## src/rtl/srt_pkg.sv

```systemverilog
package srt_pkg;
  localparam int ADDR_W  = 3;
  localparam int NUM_VAL = 4;  // start, modulo, oc compare, pwm compare

  localparam logic [ADDR_W-1:0] ADDR_START = 3'd0;
  localparam logic [ADDR_W-1:0] ADDR_MOD   = 3'd1;
  localparam logic [ADDR_W-1:0] ADDR_OCV   = 3'd2;
  localparam logic [ADDR_W-1:0] ADDR_PWMV  = 3'd3;
  localparam logic [ADDR_W-1:0] ADDR_ACT   = 3'd4;
  localparam logic [ADDR_W-1:0] ADDR_SYNC  = 3'd5;
  localparam logic [ADDR_W-1:0] ADDR_TRIG  = 3'd6;

  typedef enum logic [1:0] {
    OC_NONE = 2'd0,
    OC_HIGH = 2'd1,
    OC_LOW  = 2'd2,
    OC_FLIP = 2'd3
  } ocAct_e;

  typedef struct packed {
    logic load;     // copy shadow into active
    logic restart;  // counter back to buffered start value
  } syncStrb_t;
endpackage

```

## src/rtl/srt_ctrl.sv

```systemverilog
module srt_ctrl
  import srt_pkg::*;
(
  input  logic              clk,
  input  logic              rstN,
  input  logic              wrEn,
  input  logic [ADDR_W-1:0] wrAddr,
  input  logic [2:0]        wrBits,
  input  logic              atMin,
  input  logic              atMax,
  output syncStrb_t         strb,
  output logic              pending
);
  logic restartOptQ, minEnQ, maxEnQ, pendQ;
  logic trigWr, immediate, pointHit;

  assign trigWr    = wrEn && (wrAddr == ADDR_TRIG) && wrBits[0];
  assign immediate = trigWr && restartOptQ;
  assign pointHit  = pendQ && ((minEnQ && atMin) || (maxEnQ && atMax));

  always_comb begin
    strb.restart = immediate;
    strb.load    = immediate || pointHit;
  end

  always_ff @(posedge clk or negedge rstN) begin
    if (!rstN) begin
      restartOptQ <= 1'b0;
      minEnQ      <= 1'b0;
      maxEnQ      <= 1'b0;
      pendQ       <= 1'b0;
    end else begin
      if (wrEn && wrAddr == ADDR_SYNC) begin
        restartOptQ <= wrBits[0];
        minEnQ      <= wrBits[1];
        maxEnQ      <= wrBits[2];
      end
      if (trigWr && !restartOptQ) pendQ <= 1'b1;
      else if (strb.load)         pendQ <= 1'b0;
    end
  end

  assign pending = pendQ;

  AST_DEFER_SETS_PEND: assert property (@(posedge clk) disable iff (!rstN)
    (trigWr && !restartOptQ) |=> pendQ);
  AST_PEND_HOLD_NO_POINT: assert property (@(posedge clk) disable iff (!rstN)
    (pendQ && !minEnQ && !maxEnQ && !trigWr) |=> pendQ);
  AST_PEND_SELF_CLEAR: assert property (@(posedge clk) disable iff (!rstN)
    (pendQ && strb.load && !trigWr) |=> !pendQ);
endmodule

```

## src/rtl/srt_dp.sv

```systemverilog
module srt_dp
  import srt_pkg::*;
#(
  parameter int CNT_W = 16,
  parameter logic [CNT_W-1:0] RESET_MOD = '1
) (
  input  logic              clk,
  input  logic              rstN,
  input  logic              wrEn,
  input  logic [ADDR_W-1:0] wrAddr,
  input  logic [CNT_W-1:0]  wrData,
  input  syncStrb_t         strb,
  output logic              atMin,
  output logic              atMax,
  output logic [CNT_W-1:0]  count,
  output logic              ocPin,
  output logic              pwmPin
);
  localparam int IDX_START = 0;
  localparam int IDX_MOD   = 1;
  localparam int IDX_OCV   = 2;
  localparam int IDX_PWMV  = 3;

  logic [CNT_W-1:0] bufQ [NUM_VAL];
  logic [CNT_W-1:0] actQ [NUM_VAL];
  ocAct_e           bufActQ, actActQ;
  logic [CNT_W-1:0] cntQ, wrapVal;
  logic             ocQ;

  function automatic logic [CNT_W-1:0] rstVal(int idx);
    case (idx)
      IDX_MOD: return RESET_MOD;
      IDX_OCV: return '1;
      default: return '0;
    endcase
  endfunction

  // shadow and active value registers
  always_ff @(posedge clk or negedge rstN) begin
    if (!rstN) begin
      for (int i = 0; i < NUM_VAL; i++) begin
        bufQ[i] <= rstVal(i);
        actQ[i] <= rstVal(i);
      end
      bufActQ <= OC_NONE;
      actActQ <= OC_NONE;
    end else begin
      for (int i = 0; i < NUM_VAL; i++) begin
        if (wrEn && wrAddr == ADDR_W'(i)) bufQ[i] <= wrData;
        if (strb.load) actQ[i] <= bufQ[i];
      end
      if (wrEn && wrAddr == ADDR_ACT) bufActQ <= ocAct_e'(wrData[1:0]);
      if (strb.load) actActQ <= bufActQ;
    end
  end

  assign atMin   = (cntQ == actQ[IDX_START]);
  assign atMax   = (cntQ >= actQ[IDX_MOD]);
  assign wrapVal = strb.load ? bufQ[IDX_START] : actQ[IDX_START];

  always_ff @(posedge clk or negedge rstN) begin
    if (!rstN)             cntQ <= '0;
    else if (strb.restart) cntQ <= bufQ[IDX_START];
    else if (atMax)        cntQ <= wrapVal;
    else                   cntQ <= cntQ + 1'b1;
  end

  always_ff @(posedge clk or negedge rstN) begin
    if (!rstN) ocQ <= 1'b0;
    else if (cntQ == actQ[IDX_OCV]) begin
      case (actActQ)
        OC_HIGH: ocQ <= 1'b1;
        OC_LOW:  ocQ <= 1'b0;
        OC_FLIP: ocQ <= ~ocQ;
        default: ocQ <= ocQ;
      endcase
    end
  end

  assign count  = cntQ;
  assign ocPin  = ocQ;
  assign pwmPin = (cntQ < actQ[IDX_PWMV]);

  AST_RESTART_TO_START: assert property (@(posedge clk) disable iff (!rstN)
    strb.restart |=> (cntQ == $past(bufQ[IDX_START])));
  AST_ACTIVE_HELD: assert property (@(posedge clk) disable iff (!rstN)
    !strb.load |=> ($stable(actQ[IDX_OCV]) && $stable(actQ[IDX_PWMV]) && $stable(actQ[IDX_MOD])));
  AST_ACTION_HELD: assert property (@(posedge clk) disable iff (!rstN)
    !strb.load |=> $stable(actActQ));
  AST_COUNT_STEP: assert property (@(posedge clk) disable iff (!rstN)
    (!strb.restart && cntQ < actQ[IDX_MOD]) |=> (cntQ == $past(cntQ) + 1'b1));
  AST_OC_NEVER_MATCH: assert property (@(posedge clk) disable iff (!rstN)
    (actQ[IDX_OCV] > actQ[IDX_MOD] && cntQ <= actQ[IDX_MOD]) |=> $stable(ocQ));
endmodule

```

## src/rtl/sync_reload_timer.sv

```systemverilog
module sync_reload_timer
  import srt_pkg::*;
#(
  parameter int CNT_W = 16,
  parameter logic [CNT_W-1:0] RESET_MOD = '1
) (
  input  logic             clk,
  input  logic             rstN,
  input  logic             wrEn,
  input  logic [2:0]       wrAddr,
  input  logic [CNT_W-1:0] wrData,
  output logic [CNT_W-1:0] count,
  output logic             ocPin,
  output logic             pwmPin,
  output logic             trigPending
);
  syncStrb_t strb;
  logic      atMin, atMax;

  srt_ctrl uCtrl (
    .clk     (clk),
    .rstN    (rstN),
    .wrEn    (wrEn),
    .wrAddr  (wrAddr),
    .wrBits  (wrData[2:0]),
    .atMin   (atMin),
    .atMax   (atMax),
    .strb    (strb),
    .pending (trigPending)
  );

  srt_dp #(.CNT_W(CNT_W), .RESET_MOD(RESET_MOD)) uDp (
    .clk    (clk),
    .rstN   (rstN),
    .wrEn   (wrEn),
    .wrAddr (wrAddr),
    .wrData (wrData),
    .strb   (strb),
    .atMin  (atMin),
    .atMax  (atMax),
    .count  (count),
    .ocPin  (ocPin),
    .pwmPin (pwmPin)
  );
endmodule

```

## config.mk

```make
export PLATFORM = sky130hd
export DESIGN_NAME = sync_reload_timer
export DESIGN_NICKNAME = d
export VERILOG_FILES = /design/src/rtl/srt_pkg.sv /design/src/rtl/srt_ctrl.sv /design/src/rtl/srt_dp.sv /design/src/rtl/sync_reload_timer.sv
export SDC_FILE = /design/constraint.sdc
export NUM_CORES = 1
export LEC_CHECK = 0
export BUFFER_PORTS_ARGS = -buffer_cell sky130_fd_sc_hd__buf_4
export CAP_MARGIN = 30
export CORE_MARGIN = 10
export CORE_UTILIZATION = 51
export DETAILED_ROUTE_END_ITERATION = 7
export GPL_ROUTABILITY_DRIVEN = 0
export GPL_TIMING_DRIVEN = 0
export PLACE_DENSITY = 0.74
export REMOVE_ABC_BUFFERS = 1
export SLEW_MARGIN = 40
export SYNTH_ARGS = -nofsm -noshare
export SYNTH_HDL_FRONTEND = slang
export SYNTH_SLANG_ARGS = --single-unit
```

## constraint.sdc

```tcl
create_clock -name clk -period 4 [get_ports clk]
set_input_delay 0.8 -clock clk [delete_from_list [all_inputs] [get_ports clk]]
set_output_delay 0.8 -clock clk [all_outputs]
set_load 0.1 [all_outputs]
```

After elaboration in Yosys (flattened, before gate mapping)
Cells that the tools add are included.
{"block": "word_totals", "regBits": 153, "in_bits": 22, "output_inout_bits": 19, "elab_cells": 57}
{"block": "classes", "n_addsub": 1, "n_lt_le_gt_ge": 2, "eq_ne": 11, "n_mux": 6, "n_bitwise": 1, "reduce_logical": 20}
{"op": "two-way mux 16 bit", "n": 3}
{"op": "== test 16 bit", "n": 2}
{"op": "adder 16 x 1 -> 16 bit (second input constant)", "n": 1}
{"op": "greater-or-equal comparator 16 bit", "n": 1}
{"op": "< comparator 16 bit", "n": 1}
{"op": "logical AND 1 bit", "n": 13}
{"op": "== test 3 bit (second input constant)", "n": 3}
{"op": "== test 3 x 2 -> 1 bit (second input constant)", "n": 2}
{"op": "== test 2 bit (second input constant)", "n": 2}
{"op": "== test 3 x 1 -> 1 bit (second input constant)", "n": 1}
{"op": "logical NOT 3 bit", "n": 1}
{"op": "case mux 1 bit (3 select lines)", "n": 1}
{"op": "nonzero test 3 bit", "n": 1}
{"op": "== test 2 x 1 -> 1 bit (second input constant)", "n": 1}
{"op": "logical OR 1 bit", "n": 2}
{"op": "two-way mux 1 bit", "n": 2}
{"op": "AND reduction 2 bit", "n": 1}
{"op": "nonzero test 2 bit", "n": 1}
{"op": "logical NOT 1 bit", "n": 1}
{"op": "NOT 1 bit", "n": 1}

Depth between registers and ports, before layout
Gate-level depths: netlist (run 1).
{"block": "logic_depth", "ltp_word": 8, "depth_mapped": 11, "ltp_nobuf": 8}

Hierarchy
A second synthesis (run 1) with hierarchy kept.
{"block": "hier_totals", "cells_unflattened": 622, "hier_area_um2": 7328.3}
{"module": "srt_dp", "n_inst": 1, "cells_per_inst": 605, "area_per_inst_um2": 7115.6, "seq_area_each_um2": 3808.7}
{"module": "srt_ctrl", "n_inst": 1, "cells_per_inst": 17, "area_per_inst_um2": 212.7, "seq_area_each_um2": 100.1}

Worst setup path after synthesis (run 1)
Ideal clock, no wire load.
{"block": "synth_path", "path_type": "reg-to-output", "startpoint": "reg uDp.cntQ[1] (netlist: uDp.count[1])", "endpoint": "out pwmPin", "arrival_time_ns": 3.420, "required_ns": 3.200, "slack_ns": -0.220, "stages_incl_launch_ff": 7, "n_path_buf": 0, "path_cell_list": "dfrtp_1 ha_1 a21o_1 a21o_1 a21oi_1 o21ai_0 a21oi_1"}
{"block": "synth_via", "elab_chain_len": 1}
{"element": "start: declaration", "line_no": "srt_dp.sv:27", "source": "logic [CNT_W-1:0] cntQ, wrapVal;"}
{"element": "start signal: assignment", "line_no": "srt_dp.sv:63", "source": "else if (strb.restart) cntQ <= bufQ[IDX_START];"}
{"element": "start signal: assignment", "line_no": "srt_dp.sv:64", "source": "else if (atMax) cntQ <= wrapVal;"}
{"element": "start signal: assignment", "line_no": "srt_dp.sv:65", "source": "else cntQ <= cntQ + 1'b1;"}
{"element": "< comparator 16 bit", "line_no": "srt_dp.sv:82", "source": "assign pwmPin = (cntQ < actQ[IDX_PWMV]);"}
{"element": "end: declaration", "line_no": "sync_reload_timer.sv:14", "source": "output logic pwmPin,"}
Every way passes these cells.

Final worst setup path (run 1)
{"block": "layout_path", "startpoint": "reg uDp.cntQ[0] (netlist: uDp.count[0])", "endpoint": "reg uDp.actQ[54] in the netlist's numbering"}
{"block": "layout_via", "elab_chain_len": 6, "elab_cells_between_ends": 8, "classes_between": "order compare: 1; eq/ne: 1; mux: 1; reduce/logical: 5"}
{"element": "greater-or-equal comparator 16 bit or == test 16 bit (tied branches)", "line_no": "srt_dp.sv:58, srt_dp.sv:57"}
{"element": "logical AND 1 bit", "line_no": "srt_ctrl.sv:19", "source": "assign pointHit = pendQ && ((minEnQ && atMin) || (maxEnQ && atMax));"}
{"element": "logical OR 1 bit *", "line_no": "srt_ctrl.sv:19"}
{"element": "logical AND 1 bit *", "line_no": "srt_ctrl.sv:19"}
{"element": "logical OR 1 bit *", "line_no": "srt_ctrl.sv:23", "source": "strb.load = immediate || pointHit;"}
{"element": "two-way mux 16 bit *"}
{"element": "named net uDp.wrapVal[6]", "line_no": "srt_dp.sv:27"}
{"element": "end signal: indexed assignment", "line_no": "srt_dp.sv:43", "source": "actQ[i] <= rstVal(i);"}
{"element": "end signal: indexed assignment", "line_no": "srt_dp.sv:50", "source": "if (strb.load) actQ[i] <= bufQ[i];"}
{"element": "end: declaration", "line_no": "srt_dp.sv:25", "source": "logic [CNT_W-1:0] actQ [NUM_VAL];"}
Mark *: on every way through the listed nets, which the timed path passes. The rest lies on a longest branch.
A chain may end at the register's enable or synchronous reset.

==> results_tabular.tex, run 1 <==
\begin{tabular}{lr}
\hline
Metric & Value \\
\hline
\multicolumn{2}{l}{\textbf{Final layout}} \\
\quad Number of nets in the finished design & 681 \\
\quad Inserted Diodes & 0 \\
\quad Share of cells above drive strength 1 & 38.91\% \\
\quad Final Non-Filler Cells & a little over 800 \\
\quad Area delta synth->final & 15.14\% \\
\quad Post-route cell area & 8688 um2 \\
\multicolumn{2}{l}{\textbf{Clock network}} \\
\quad Number of clock buffers inserted by TritonCTS & 17 \\
\quad Resize count post-CTS & 0 \\
\quad Clock slew at the register clock pins of the worst setup and hold paths & 0.06 ns \\
\quad Count of hold-fix buffers inserted at cts & 0 \\
\quad Buffer cell driving the clock tree root & sky130\_fd\_sc\_hd\_\_clkbuf\_16 \\
\quad Buffer depth of the longest clock path & 2 \\
\quad Number of H-tree branching levels & 4 \\
\quad TritonCTS clock tree & yes \\
\quad Count of buffers added by post-CTS timing repair for setup & 0 \\
\quad Clock sink count & 153 \\
\quad Worst-skew pair later-pin latency & about 0.43 ns \\
\multicolumn{2}{l}{\textbf{Drt}} \\
\quad Starting DRT DRC Count & 276 \\
\quad Vias/cell & 5.791 \\
\quad Avg WL per Cell & 19.95 um \\
\quad Routed metal-1 wire length & 7056 um \\
\quad WL final & 16440 um \\
\quad Detailed-route via count & between 4000 and 5000 \\
\quad DR DRC count & 0 \\
\quad Final antenna-violating net count & 0 \\
\quad Max Used Layer & met4 \\
\quad Met2 WL & between 8000 and 9000 um \\
\quad Number of optimization iterations in the first detailed-route pass & 4 \\
\quad Length of routed met3 wiring & 905 um \\
\multicolumn{2}{l}{\textbf{Outcome}} \\
\quad Outcome & finished clean \\
\multicolumn{2}{l}{\textbf{Global routing}} \\
\quad Antenna violations before repair & 0 \\
\quad Global-route wire length before repair & between 20000 and 30000 um \\
\quad Total overflow reported by the global router & 0 \\
\quad Vias in the first global route & 5037 \\
\quad Maximum number of pins on one net before global-route repair & 74 \\
\quad Global-route usage over all layers & between 10\% and 20\% \\
\multicolumn{2}{l}{\textbf{Yosys}} \\
\quad Count leader, synth & sky130\_fd\_sc\_hd\_\_mux2\_2 \\
\quad Distinct cells, synth & 42 \\
\quad Combined area of all synthesized cells & around 7500 um2 \\
\quad Post-synthesis cell type with the largest combined area & sky130\_fd\_sc\_hd\_\_dfrtp\_1 \\
\quad Synthesized area per cell & between 10 and 15 um2 \\
\quad Share of the synthesized area in the top cell type & 29.51\% \\
\quad Number of warning messages in the yosys log & 0 \\
\quad Cell count after synthesis & a little under 600 \\
\quad Leading post-synthesis cells by cell area & sky130\_fd\_sc\_hd\_\_dfrtp\_1 30\%, sky130\_fd\_sc\_hd\_\_dfstp\_2 22\%, sky130\_fd\_sc\_hd\_\_mux2\_2 14\%, sky130\_fd\_sc\_hd\_\_mux2\_1 6.0\%, sky130\_fd\_sc\_hd\_\_ha\_1 5.3\% \\
\quad Async set-reset flop share out of synthesis & 100.0\% \\
\quad Synthesis-stage register bit count & approximately 150 \\
\quad Synth Flop Type & sky130\_fd\_sc\_hd\_\_dfrtp\_1 \\
\quad Part of the Yosys area used for sequential elements & 51.80\% \\
\quad Number of enable flip-flop cells after synthesis & 0 \\
\quad Commonest cells in the netlist & 93 x sky130\_fd\_sc\_hd\_\_mux2\_2, 89 x sky130\_fd\_sc\_hd\_\_dfrtp\_1, 64 x sky130\_fd\_sc\_hd\_\_dfstp\_2 \\
\multicolumn{2}{l}{\textbf{STA}} \\
\quad Max Fclk & roughly 270 MHz \\
\quad Final min period & approximately 3.7 ns \\
\quad Setup repair after global routing missed its margin & no \\
\quad Total count of max-transition violations in the final report & 0 \\
\quad Fin crit share & about 93\% \\
\quad Final hold violation count & 0 \\
\quad Setup violations, final & 0 \\
\quad Post-Route Hold Slack & between 0.2 and 0.25 ns \\
\quad Slew at the pin closest to its max-slew limit & approximately 0.85 ns \\
\quad Worst slew margin & between 40\% and 50\% \\
\quad Worst-case clock skew & 0.01299 ns \\
\multicolumn{2}{l}{\textbf{Pwr}} \\
\quad Power consumption & 0.007792 W \\
\quad Worst supply voltage drop on vdd & between 0.0005 and 0.0006 V \\
\quad Static leakage & between 3 and 4 nW \\
\quad Power density over the cells & around 900 nW/um2 \\
\multicolumn{2}{l}{\textbf{Worst setup path}} \\
\quad Required time of the critical path & roughly 4.3 ns \\
\quad Kind of start point of the critical path & flop \\
\quad Type of the worst setup path & flop to flop \\
\quad Slack of the worst reg-to-reg path & $\sim$0.29 ns \\
\quad FF-to-FF path depth & 11 \\
\quad Launch point of the worst reg-to-reg path & uDp.count[0] \\
\quad CP endpoint kind & flop \\
\quad Largest driver fanout on the critical path & 16 \\
\quad Reg2reg end & uDp.actQ[54] \\
\quad Arrival time of data at the critical path endpoint & 4.02 ns \\
\multicolumn{2}{l}{\textbf{Floorplanning}} \\
\quad Die area & about 20000 um2 \\
\quad Die width & 141.6 um \\
\quad Ports placed on the boundary & slightly above 40 \\
\quad Num rows & 44 \\
\quad Die span in y & about 140 um \\
\quad Core Region & roughly 15000 um2 \\
\quad Initial Util & about half \\
\multicolumn{2}{l}{\textbf{Placement}} \\
\quad Number of buffers added on ports & 40 \\
\quad Number of instances in the placed design & roughly 800 \\
\quad Detail Placement HPWL & between 10000 and 15000 um \\
\quad Post-Place Cell Area & $\sim$8100 um2 \\
\multicolumn{2}{l}{\textbf{Worst hold path}} \\
\quad Min-Delay Path Class & input port to async pin \\
\multicolumn{2}{l}{\textbf{Job}} \\
\quad Number of max-cap violations & 0 \\
\hline
\end{tabular}
-- layout by cell type (no fill, tap or decap), types with 2 or more instances in the layout --
| cell | instances |
|---|---|
| sky130_fd_sc_hd__clkinv_2 | 3 |
| sky130_fd_sc_hd__xor2_1 | 16 |
| sky130_fd_sc_hd__nand3_1 | 14 |
| sky130_fd_sc_hd__nand4b_1 | 2 |
| sky130_fd_sc_hd__xnor2_1 | 29 |
| sky130_fd_sc_hd__a2bb2oi_1 | 14 |
| sky130_fd_sc_hd__nand2_1 | 14 |
| sky130_fd_sc_hd__ha_1 | 32 |
| sky130_fd_sc_hd__o211ai_1 | 2 |
| sky130_fd_sc_hd__a31oi_1 | 3 |
| sky130_fd_sc_hd__clkinvlp_4 | 2 |
| sky130_fd_sc_hd__a21oi_1 | 9 |
| sky130_fd_sc_hd__nand4_1 | 25 |
| sky130_fd_sc_hd__buf_4 | 40 |
| sky130_fd_sc_hd__nand2b_1 | 3 |
| sky130_fd_sc_hd__nor3_1 | 8 |
| sky130_fd_sc_hd__inv_1 | 39 |
| sky130_fd_sc_hd__dfstp_2 | 64 |
| sky130_fd_sc_hd__buf_16 | 2 |
| sky130_fd_sc_hd__mux2_2 | 93 |
| sky130_fd_sc_hd__o31ai_1 | 14 |
| sky130_fd_sc_hd__nor4_1 | 7 |
| sky130_fd_sc_hd__mux2_1 | 40 |
| sky130_fd_sc_hd__bufinv_16 | 2 |
| sky130_fd_sc_hd__nor2_1 | 7 |
| sky130_fd_sc_hd__buf_8 | 6 |
| sky130_fd_sc_hd__a21o_1 | 7 |
| sky130_fd_sc_hd__clkbuf_1 | 3 |
| sky130_fd_sc_hd__dfrtp_1 | 89 |
| sky130_fd_sc_hd__o21ai_0 | 8 |
| sky130_fd_sc_hd__clkbuf_8 | 5 |
| sky130_fd_sc_hd__clkbuf_16 | 17 |
-- report_power, final --
part | leakage [nW] | total [W] | internal (W) | switching, W
registers | 1.76 | 0.00284 | 0.00226 | 0.000571
clock network | 0.289 | 0.00160 | 0.000998 | 0.000601
logic | 1.72 | 0.00336 | 0.00132 | 0.00204
total | 3.77 | 0.00779 | 0.00458 | 0.00321
-- metal layers --
layer  up-vias  track usage, %
li1       2179               -
met1      2422           20.96
met2       144           27.21
met3        27           4.907
met4         0           6.455
met5         -               0
-- worst max-delay path, stage by stage, from the launching register on --
cell,delay [ns]
sky130_fd_sc_hd__dfrtp_1,0.59
sky130_fd_sc_hd__inv_1,0.09
sky130_fd_sc_hd__ha_1,0.29
sky130_fd_sc_hd__nand2b_1,0.14
sky130_fd_sc_hd__a2111o_1,0.47
sky130_fd_sc_hd__a32oi_4,0.50
sky130_fd_sc_hd__nand3_4,0.22
sky130_fd_sc_hd__a31oi_4,0.38
sky130_fd_sc_hd__buf_8,0.21
sky130_fd_sc_hd__buf_8,0.19
sky130_fd_sc_hd__buf_6,0.17
sky130_fd_sc_hd__mux2_1,0.33
-- registers in the layout, indices dropped and copies added (netlist names) --
register and cells:
uDp.actQ 64, uDp.bufActQ 2, uCtrl.restartOptQ 1, uDp.ocPin 1
uCtrl.minEnQ 1, uCtrl.pending 1, uDp.actActQ 2, uCtrl.maxEnQ 1
uDp.count 16, uDp.bufQ 64
-- how the worst max path moves through the flow --
stage | from | endpoint | cells past startpoint
after floorplan | uDp.count[11] | uDp.actActQ[0] | 7
after global placement | uDp.count[11] | uDp.actQ[43] | 7
after detailed placement | uDp.count[0] | uDp.actQ[59] | 11
after CTS | uDp.count[0] | uDp.actQ[59] | 11
after global routing | uDp.count[0] | uDp.actQ[54] | 11
final | uDp.count[0] | uDp.actQ[54] | 11
-- area by class of cell --
type,instances,area [um2]
Timing Repair Buffer,50,461.7
Clock inverter,7,90.09
Tap cell,184,230.2
Clock buffer,25,505.5
Inverter,39,146.4
Fill cell,1166,5846
Multi-Input combinational cell,366,3346
Sequential cell,153,3909
-- logic make-up (layout without fill, tap and decap cells) --
group | after synthesis | count (layout) | synth area share (%)
adder cells (fa/ha/maj) | 32 | 32 | 5.306
multiplexers | 134 | 134 | 19.98
flip-flops | 153 | 153 | 51.80
AND/OR/NAND/NOR | 88 | 88 | 6.417
AO/OA/AOI/OAI | 67 | 67 | 7.030
XOR/XNOR | 45 | 45 | 5.223
buffers and inverters | 70 | 121 | 4.245
-- metrics by stage --
step	setup TNS [ns]	setup WS (ns)	utilization, %
finish	0	0.2858	59.78
global route	0	0.1141	59.78
CTS	0	0.3269	59.76
detailed placement	0	0.3546	55.66
global placement	-61.84	-0.9543	54.37
floorplan	-25.86	-0.3921	-
Power figures use the tool's default switching activity.
==> run 2, diff against run 1 <==
--- a/config.mk
+++ b/config.mk
@@ -5,14 +5,14 @@
 export SDC_FILE = /design/constraint.sdc
 export NUM_CORES = 1
 export LEC_CHECK = 0
-export BUFFER_PORTS_ARGS = -buffer_cell sky130_fd_sc_hd__buf_4
 export CAP_MARGIN = 30
-export CORE_MARGIN = 10
+export CORE_MARGIN = 2
 export CORE_UTILIZATION = 51
 export DETAILED_ROUTE_END_ITERATION = 7
+export DONT_BUFFER_PORTS = 1
 export GPL_ROUTABILITY_DRIVEN = 0
 export GPL_TIMING_DRIVEN = 0
-export PLACE_DENSITY = 0.74
+export PLACE_DENSITY = 0.72
 export REMOVE_ABC_BUFFERS = 1
 export SLEW_MARGIN = 40
 export SYNTH_ARGS = -nofsm -noshare
==> results_tabular.tex, run 2 (same netlist as run 1, synthesis figures left out) <==
\begin{tabular}{lr}
\hline
Metric & Value \\
\hline
\multicolumn{2}{l}{\textbf{Worst setup path}} \\
\quad Kind of start point of the critical path & flop (unchanged) \\
\quad Worst setup path startpoint & uDp.count[1] (was uDp.count[0]) \\
\quad Critical Path Max Stage Delay & 0.80 ns (was 0.59 ns) \\
\quad CP bufs+invs & 0 (was 4) \\
\quad Launch point of the worst reg-to-reg path & uDp.count[11] (was uDp.count[0]) \\
\quad Worst-path cell with the longest stage delay & sky130\_fd\_sc\_hd\_\_dfrtp\_2 (was sky130\_fd\_sc\_hd\_\_dfrtp\_1) \\
\quad Type of the worst setup path & flop to output pin (was flop to flop) \\
\quad Worst setup path end & pwmPin (was uDp.actQ[54]) \\
\quad Largest driver fanout on the critical path & 8 (was 16) \\
\quad Critical path depth & 6 (was 11) \\
\quad Ordered cell list for the critical path & ha\_1, a21o\_1, a21o\_1, a21oi\_1, o21ai\_0, a21oi\_4 (was inv\_1, ha\_1, nand2b\_1, a2111o\_1, a32oi\_4, nand3\_4, a31oi\_4, buf\_8, buf\_8, buf\_6, mux2\_1) \\
\quad CP endpoint kind & output pin (was flop) \\
\quad Arrival time of data at the critical path endpoint & 3.09 ns (was 4.02 ns) \\
\quad Reg2reg end & uDp.actQ[10] (was uDp.actQ[54]) \\
\quad Required time of the critical path & 3.20 ns (was 4.30 ns) \\
\quad Dominant delay contributor by cell family on the critical path & compound AO/OA/AOI/OAI gates (unchanged) \\
\quad FF-to-FF path depth & 10 (was 11) \\
\quad Slack of the worst reg-to-reg path & 0.21 ns (was 0.29 ns) \\
\quad Cell seen most often among critical-path stages & sky130\_fd\_sc\_hd\_\_a21o\_1 (was sky130\_fd\_sc\_hd\_\_buf\_8) \\
\multicolumn{2}{l}{\textbf{Placement}} \\
\quad Detail Placement HPWL & 11210 um (was 11570 um) \\
\quad Number of buffers added on ports & 0 (was 40) \\
\quad Number of instances in the placed design & 750 (was 792) \\
\multicolumn{2}{l}{\textbf{Global routing}} \\
\quad Met2 routing resource usage after global routing & 35.96\% (was 27.21\%) \\
\quad Maximum number of pins on one net before global-route repair & 154 (was 74) \\
\quad Grt met3 use & 5.820\% (was 4.907\%) \\
\quad Global-route wire length before repair & 27020 um (was 26750 um) \\
\quad Antenna violations before repair & 0 (unchanged) \\
\quad Total overflow reported by the global router & 0 (unchanged) \\
\quad Vias in the first global route & 5003 (was 5037) \\
\quad Global routing met1 resource utilization & 28.93\% (was 20.96\%) \\
\quad Global-route usage over all layers & 22.04\% (was 16.89\%) \\
\quad Most congested layer reported by global routing & met2 (unchanged) \\
\multicolumn{2}{l}{\textbf{Floorplanning}} \\
\quad Die width & 125.6 um (was 141.6 um) \\
\quad Initial Util & 52.12\% (was 51.92\%) \\
\quad Ports placed on the boundary & 41 (unchanged) \\
\quad Core Region & 14480 um2 (was 14530 um2) \\
\quad Num rows & 44 (unchanged) \\
\quad Die span in y & 125.6 um (was 141.6 um) \\
\quad Die area & 15790 um2 (was 20060 um2) \\
\multicolumn{2}{l}{\textbf{Clock network}} \\
\quad Clock slew at the register clock pins of the worst setup and hold paths & 0.06 ns (about the same) \\
\quad Clock sink count & 153 (unchanged) \\
\quad Buffer depth of the longest clock path & 2 (unchanged) \\
\quad Buffer cell driving the clock tree root & sky130\_fd\_sc\_hd\_\_clkbuf\_16 (unchanged) \\
\quad TritonCTS clock tree & yes (unchanged) \\
\quad Number of H-tree branching levels & 4 (unchanged) \\
\quad Count of hold-fix buffers inserted at cts & 0 (unchanged) \\
\quad Worst-skew pair later-pin latency & 0.43 ns (about the same) \\
\quad Number of clock buffers inserted by TritonCTS & 17 (unchanged) \\
\multicolumn{2}{l}{\textbf{STA}} \\
\quad Fin crit share & 97.32\% (was 92.85\%) \\
\quad Setup TNS & 0 ns (unchanged) \\
\quad Setup repair after global routing missed its margin & no (unchanged) \\
\quad Final min period & 3.893 ns (was 3.714 ns) \\
\quad Final hold violation count & 0 (unchanged) \\
\quad Worst slew margin & 51.48\% (was 43.56\%) \\
\quad Post-Route Hold Slack & 0.07810 ns (was 0.2094 ns) \\
\quad Total count of max-transition violations in the final report & 0 (unchanged) \\
\quad Max Fclk & 256.9 MHz (was 269.2 MHz) \\
\quad Worst-case clock skew & 0.01106 ns (was 0.01299 ns) \\
\quad Setup violations, final & 0 (unchanged) \\
\quad Slew at the pin closest to its max-slew limit & 0.7261 ns (was 0.8465 ns) \\
\multicolumn{2}{l}{\textbf{Pwr}} \\
\quad Static leakage & 3.559 nW (was 3.766 nW) \\
\quad Internal Power & 0.004553 W (was 0.004580 W) \\
\quad Switch Pwr & 0.003227 W (was 0.003213 W) \\
\quad Part of the power in registers & 45.1\% (was 36.4\%) \\
\quad Switching portion of total power & 41.48\% (was 41.23\%) \\
\quad Combinational fraction of design power & 33.2\% (was 43.1\%) \\
\quad Power density over the cells & 922.0 nW/um2 (was 896.9 nW/um2) \\
\quad Worst supply voltage drop on vdd & 0.0005165 V (was 0.0005927 V) \\
\quad Proportion of power drawn by the clock network & 21.7\% (was 20.5\%) \\
\multicolumn{2}{l}{\textbf{Final layout}} \\
\quad Fin util & 58.28\% (was 59.78\%) \\
\quad Number of nets in the finished design & 641 (was 681) \\
\quad Commonest non-fill, non-tap cell in the layout & sky130\_fd\_sc\_hd\_\_mux2\_2 (unchanged) \\
\quad Inserted Diodes & 0 (unchanged) \\
\quad Most frequent cells in the layout & 93 x sky130\_fd\_sc\_hd\_\_mux2\_2, 71 x sky130\_fd\_sc\_hd\_\_dfrtp\_1, 64 x sky130\_fd\_sc\_hd\_\_dfstp\_2 (was 93 x sky130\_fd\_sc\_hd\_\_mux2\_2, 89 x sky130\_fd\_sc\_hd\_\_dfrtp\_1, 64 x sky130\_fd\_sc\_hd\_\_dfstp\_2) \\
\quad Share of cells above drive strength 1 & 38.50\% (was 38.91\%) \\
\quad Final Non-Filler Cells & 784 (was 824) \\
\quad Area delta synth->final & 11.82\% (was 15.14\%) \\
\multicolumn{2}{l}{\textbf{Drt}} \\
\quad Detailed-route via count & 4653 (was 4772) \\
\quad WL final & 16520 um (was 16440 um) \\
\quad Avg WL per Cell & 21.07 um (was 19.95 um) \\
\quad Number of optimization iterations in the first detailed-route pass & 4 (unchanged) \\
\quad Final antenna-violating net count & 0 (unchanged) \\
\quad DR DRC count & 0 (unchanged) \\
\quad Vias/cell & 5.935 (was 5.791) \\
\quad Starting DRT DRC Count & 261 (was 276) \\
\multicolumn{2}{l}{\textbf{Outcome}} \\
\quad Outcome & finished clean (unchanged) \\
\multicolumn{2}{l}{\textbf{Job}} \\
\quad Number of max-cap violations & 0 (unchanged) \\
\multicolumn{2}{l}{\textbf{Worst hold path}} \\
\quad Min-Delay Path Class & input port to async pin (unchanged) \\
\hline
\end{tabular}
==> run 2: changes by cell type in the layout (fill, tap and decap cells not counted), moves of 3 or more <==
| cell | change |
|---|---|
| sky130_fd_sc_hd__buf_4 | -39 |
| sky130_fd_sc_hd__clkbuf_1 | -3 |
| sky130_fd_sc_hd__dfrtp_1 | -18 |
| sky130_fd_sc_hd__dfrtp_2 | +14 |
| sky130_fd_sc_hd__dfrtp_4 | +4 |
==> run 2: final cells by class <==
type / count / area [um2]
Fill cell: 1129 / 6041
Sequential cell: 153 / 3941
Multi-Input combinational cell: 366 / 3372
Clock buffer: 22 / 494.2
Tap cell: 184 / 230.2
Inverter: 39 / 146.4
Clock inverter: 10 / 138.9
Timing Repair Buffer: 10 / 115.1
==> run 2: power groups by stage <==
| stage | Combinational (W) | Sequential, W | Clock, W |
|---|---|---|---|
| final | 0.00258 | 0.00351 | 0.00169 |
| after floorplan | 0.00195 | 0.00329 | 0 |
| after global routing | 0.00285 | 0.00359 | 0.00179 |
| after global placement | 0.00237 | 0.00345 | 0 |
| after detailed placement | 0.00250 | 0.00352 | 0 |
| after CTS | 0.00255 | 0.00350 | 0.00172 |
==> run 2: worst min path at each step <==
stage	startpoint	to	slack, ns
3_5_place_dp	uDp.actActQ[1]	uDp.ocPin	0.45
4_1_cts	rstN	uDp.actQ[15]	0.06
3_3_place_gp	uDp.actActQ[1]	uDp.ocPin	0.45
5_1_grt	rstN	uDp.bufQ[10]	0.06
6_report	rstN	uDp.actQ[59]	0.08
2_1_floorplan	uDp.actActQ[1]	uDp.ocPin	0.43
==> run 2: worst register-to-register path, delay by kind of cell (launching register included) <==
kind	cells	cell delay, ns
adder cells (fa/ha/maj)	1	0.41
AND/OR/NAND/NOR	1	0.23
buffers and inverters	3	0.59
flip-flops	1	0.66
AO/OA/AOI/OAI	4	1.44
multiplexers	1	0.35
==> run 2: repair_timing <==
item                                    in CTS  in global routing
resized for setup                            2                  3
endpoints found under the hold margin        0                  0
buffers inserted                             0                  1
pin swaps                                    0                  2
endpoints found under the setup margin      16                 21
==> run 2: per-stage QoR <==
stage	instance area, um2	total power, W	setup WS, ns
floorplan	7372	0.005236	-0.3921
global placement	7602	0.005819	-1.646
detailed placement	7759	0.006025	-0.09037
CTS	8402	0.007776	0.02320
global route	8438	0.008233	0.02512
finish	8438	0.007780	0.1073
==> run 2: per-layer routing <==
layer / share of wire [%] / routed length (um)
met1: 43 / 7145
met2: 49 / 8146
met3: 5.6 / 917
met4: 1.9 / 313
met5: 0 / 0
==> run 3, diff against run 2 <==
--- a/config.mk
+++ b/config.mk
@@ -11,8 +11,8 @@
 export DETAILED_ROUTE_END_ITERATION = 7
 export DONT_BUFFER_PORTS = 1
 export GPL_ROUTABILITY_DRIVEN = 0
-export GPL_TIMING_DRIVEN = 0
-export PLACE_DENSITY = 0.72
+export MAX_ROUTING_LAYER = met4
+export PLACE_DENSITY = 0.75
 export REMOVE_ABC_BUFFERS = 1
 export SLEW_MARGIN = 40
 export SYNTH_ARGS = -nofsm -noshare
==> results_tabular.tex, run 3 (same netlist as run 1, synthesis figures left out) <==
\begin{tabular}{lr}
\hline
Metric & Value \\
\hline
\multicolumn{2}{l}{\textbf{Outcome}} \\
\quad Outcome & finished clean (unchanged) \\
\multicolumn{2}{l}{\textbf{Pwr}} \\
\quad Proportion of power drawn by the clock network & 23.1\% (was 21.7\%) \\
\quad Worst supply voltage drop on vdd & 0.0005056 V (was 0.0005165 V) \\
\quad Static leakage & 3.655 nW (was 3.559 nW) \\
\quad Switching portion of total power & 40.14\% (was 41.48\%) \\
\quad Internal Power & 0.004791 W (was 0.004553 W) \\
\quad Combinational fraction of design power & 43.1\% (was 33.2\%) \\
\quad Part of the power in registers & 33.8\% (was 45.1\%) \\
\quad Switch Pwr & 0.003212 W (was 0.003227 W) \\
\quad Power density over the cells & 941.0 nW/um2 (was 922.0 nW/um2) \\
\multicolumn{2}{l}{\textbf{Floorplanning}} \\
\quad Ports placed on the boundary & 41 (unchanged) \\
\quad Die width & 125.6 um (unchanged) \\
\quad Die span in y & 125.6 um (unchanged) \\
\quad Die area & 15790 um2 (unchanged) \\
\quad Core Region & 14480 um2 (unchanged) \\
\quad Num rows & 44 (unchanged) \\
\quad Initial Util & 52.12\% (unchanged) \\
\multicolumn{2}{l}{\textbf{STA}} \\
\quad Worst-case clock skew & 0.007670 ns (was 0.01106 ns) \\
\quad Setup TNS & 0 ns (unchanged) \\
\quad Setup violations, final & 0 (unchanged) \\
\quad Final min period & 3.474 ns (was 3.893 ns) \\
\quad Fin crit share & 86.84\% (was 97.32\%) \\
\quad Max Fclk & 287.9 MHz (was 256.9 MHz) \\
\quad Final hold violation count & 0 (unchanged) \\
\quad Total count of max-transition violations in the final report & 0 (unchanged) \\
\quad Setup repair after global routing missed its margin & no (unchanged) \\
\quad Worst slew margin & 49.84\% (was 51.48\%) \\
\quad Slew at the pin closest to its max-slew limit & 0.7524 ns (was 0.7261 ns) \\
\multicolumn{2}{l}{\textbf{Clock network}} \\
\quad Number of clock buffers inserted by TritonCTS & 17 (unchanged) \\
\quad Clock slew at the register clock pins of the worst setup and hold paths & 0.06 ns (about the same) \\
\quad Worst-skew pair later-pin latency & 0.43 ns (about the same) \\
\quad Buffer cell driving the clock tree root & sky130\_fd\_sc\_hd\_\_clkbuf\_16 (unchanged) \\
\quad Count of hold-fix buffers inserted at cts & 0 (unchanged) \\
\quad Clock sink count & 153 (unchanged) \\
\quad TritonCTS clock tree & yes (unchanged) \\
\quad Buffer depth of the longest clock path & 2 (unchanged) \\
\quad Resize count post-CTS & 0 (was 2) \\
\quad Count of buffers added by post-CTS timing repair for setup & 0 (unchanged) \\
\quad Number of H-tree branching levels & 4 (unchanged) \\
\multicolumn{2}{l}{\textbf{Worst setup path}} \\
\quad Worst setup path startpoint & uDp.count[0] (was uDp.count[1]) \\
\quad Required time of the critical path & 3.20 ns (about the same) \\
\quad Arrival time of data at the critical path endpoint & 2.67 ns (was 3.09 ns) \\
\quad Largest driver fanout on the critical path & 8 (unchanged) \\
\quad Reg2reg end & uDp.actQ[53] (was uDp.actQ[10]) \\
\quad Slack of the worst reg-to-reg path & 0.77 ns (was 0.21 ns) \\
\quad Kind of start point of the critical path & flop (unchanged) \\
\quad CP endpoint kind & output pin (unchanged) \\
\quad Worst-path cell with the longest stage delay & sky130\_fd\_sc\_hd\_\_dfrtp\_1 (was sky130\_fd\_sc\_hd\_\_dfrtp\_2) \\
\quad Ordered cell list for the critical path & buf\_4, nand2b\_1, a21o\_1, a21o\_1, a21oi\_1, o21ai\_0, a21oi\_2, buf\_4 (was ha\_1, a21o\_1, a21o\_1, a21oi\_1, o21ai\_0, a21oi\_4) \\
\quad Critical Path Max Stage Delay & 0.38 ns (was 0.80 ns) \\
\quad Launch point of the worst reg-to-reg path & uDp.actQ[32] (was uDp.count[11]) \\
\quad Type of the worst setup path & flop to output pin (unchanged) \\
\quad Worst setup path end & pwmPin (unchanged) \\
\quad FF-to-FF path depth & 8 (was 10) \\
\multicolumn{2}{l}{\textbf{Worst hold path}} \\
\quad Min-Delay Path Class & input port to async pin (unchanged) \\
\multicolumn{2}{l}{\textbf{Placement}} \\
\quad Detail Placement HPWL & 11190 um (was 11210 um) \\
\quad Post-Place Cell Area & 7816 um2 (was 7759 um2) \\
\quad Number of buffers added on ports & 0 (unchanged) \\
\multicolumn{2}{l}{\textbf{Drt}} \\
\quad Final antenna-violating net count & 0 (unchanged) \\
\quad Detailed-route via count & 4717 (was 4653) \\
\quad Vias/cell & 5.889 (was 5.935) \\
\quad Number of optimization iterations in the first detailed-route pass & 5 (was 4) \\
\quad Avg WL per Cell & 20.54 um (was 21.07 um) \\
\quad DR DRC count & 0 (unchanged) \\
\quad WL final & 16450 um (was 16520 um) \\
\quad Starting DRT DRC Count & 321 (was 261) \\
\multicolumn{2}{l}{\textbf{Global routing}} \\
\quad Total overflow reported by the global router & 0 (unchanged) \\
\quad Global-route wire length before repair & 26390 um (was 27020 um) \\
\quad Global-route usage over all layers & 22.34\% (was 22.04\%) \\
\quad Vias in the first global route & 4797 (was 5003) \\
\quad Maximum number of pins on one net before global-route repair & 154 (unchanged) \\
\quad Antenna violations before repair & 0 (unchanged) \\
\multicolumn{2}{l}{\textbf{Final layout}} \\
\quad Area delta synth->final & 12.70\% (was 11.82\%) \\
\quad Inserted Diodes & 0 (unchanged) \\
\quad Most frequent cells in the layout & 93 x sky130\_fd\_sc\_hd\_\_mux2\_2, 88 x sky130\_fd\_sc\_hd\_\_dfrtp\_1, 64 x sky130\_fd\_sc\_hd\_\_dfstp\_2 (was 93 x sky130\_fd\_sc\_hd\_\_mux2\_2, 71 x sky130\_fd\_sc\_hd\_\_dfrtp\_1, 64 x sky130\_fd\_sc\_hd\_\_dfstp\_2) \\
\quad Number of nets in the finished design & 658 (was 641) \\
\quad Post-route cell area & 8504 um2 (was 8438 um2) \\
\quad Share of cells above drive strength 1 & 36.47\% (was 38.50\%) \\
\quad Commonest non-fill, non-tap cell in the layout & sky130\_fd\_sc\_hd\_\_mux2\_2 (unchanged) \\
\quad Fin util & 58.74\% (was 58.28\%) \\
\multicolumn{2}{l}{\textbf{Job}} \\
\quad Number of max-cap violations & 0 (unchanged) \\
\hline
\end{tabular}
-- run 3: changes by cell type in the layout (fill, tap and decap cells not counted), moves of 3 or more --
cell / delta
sky130_fd_sc_hd__dfrtp_1: +17
sky130_fd_sc_hd__bufinv_16: +3
sky130_fd_sc_hd__buf_4: +26
sky130_fd_sc_hd__dfrtp_2: -13
sky130_fd_sc_hd__buf_8: -5
sky130_fd_sc_hd__dfrtp_4: -4
-- run 3: worst max-delay path, delay by kind of cell (launching register included) --
| family | cells | cell delay, ns |
|---|---|---|
| compound gates | 5 | 1.04 |
| flops | 1 | 0.38 |
| buf+inv | 2 | 0.56 |
| simple gates | 1 | 0.24 |
-- run 3: power groups by stage --
stage               logic, W  clock network (W)  registers, W
global placement     0.00332                  0       0.00269
floorplan            0.00195                  0       0.00329
CTS                  0.00344            0.00187       0.00270
global route         0.00372            0.00194       0.00278
detailed placement   0.00340                  0       0.00273
finish               0.00345            0.00185       0.00270
-- run 3: cell type report --
class,instances,area [um2]
sequential,153,3910
clock buffer,21,470.5
tap,184,230.2
multi-input combinational,366,3327
inverter,39,146.4
fill,1132,5974
timing repair buffer,27,202.7
clock inverter,11,217.7
-- run 3: worst min-delay path by stage --
stage | slack [ns] | endpoint | start | cells after the start
final | 0.07 | uDp.actQ[59] | rstN | 0
after global routing | 0.05 | uDp.count[8] | rstN | 0
after CTS | 0.05 | uDp.actQ[59] | rstN | 0
after detailed placement | 0.46 | uDp.ocPin | uDp.actActQ[1] | 1
after global placement | 0.45 | uDp.ocPin | uDp.actActQ[1] | 1
after floorplan | 0.43 | uDp.ocPin | uDp.actActQ[1] | 1
-- run 3: per-layer routing --
layer / track usage [%] / share of wire (%) / vias up
met1: 29.10 / 44 / 2401
met3: 6.330 / 5.7 / 31
met2: 33.90 / 48 / 140
met4: 7.582 / 2.2 / 0
met5: - / 0 / -
li1: - / - / 2145
-- run 3: per-stage QoR --
stage / hold slack (ns) / instances / worst slack (ns) / power, W
global placement: 0.4452 / 769 / 0.8661 / 0.006002
finish: 0.06528 / 801 / 0.5264 / 0.008003
CTS: 0.05440 / 801 / 0.4761 / 0.008019
detailed placement: 0.4616 / 769 / 0.7842 / 0.006130
floorplan: 0.4323 / 558 / -0.3921 / 0.005236
global route: 0.04940 / 801 / 0.4595 / 0.008441
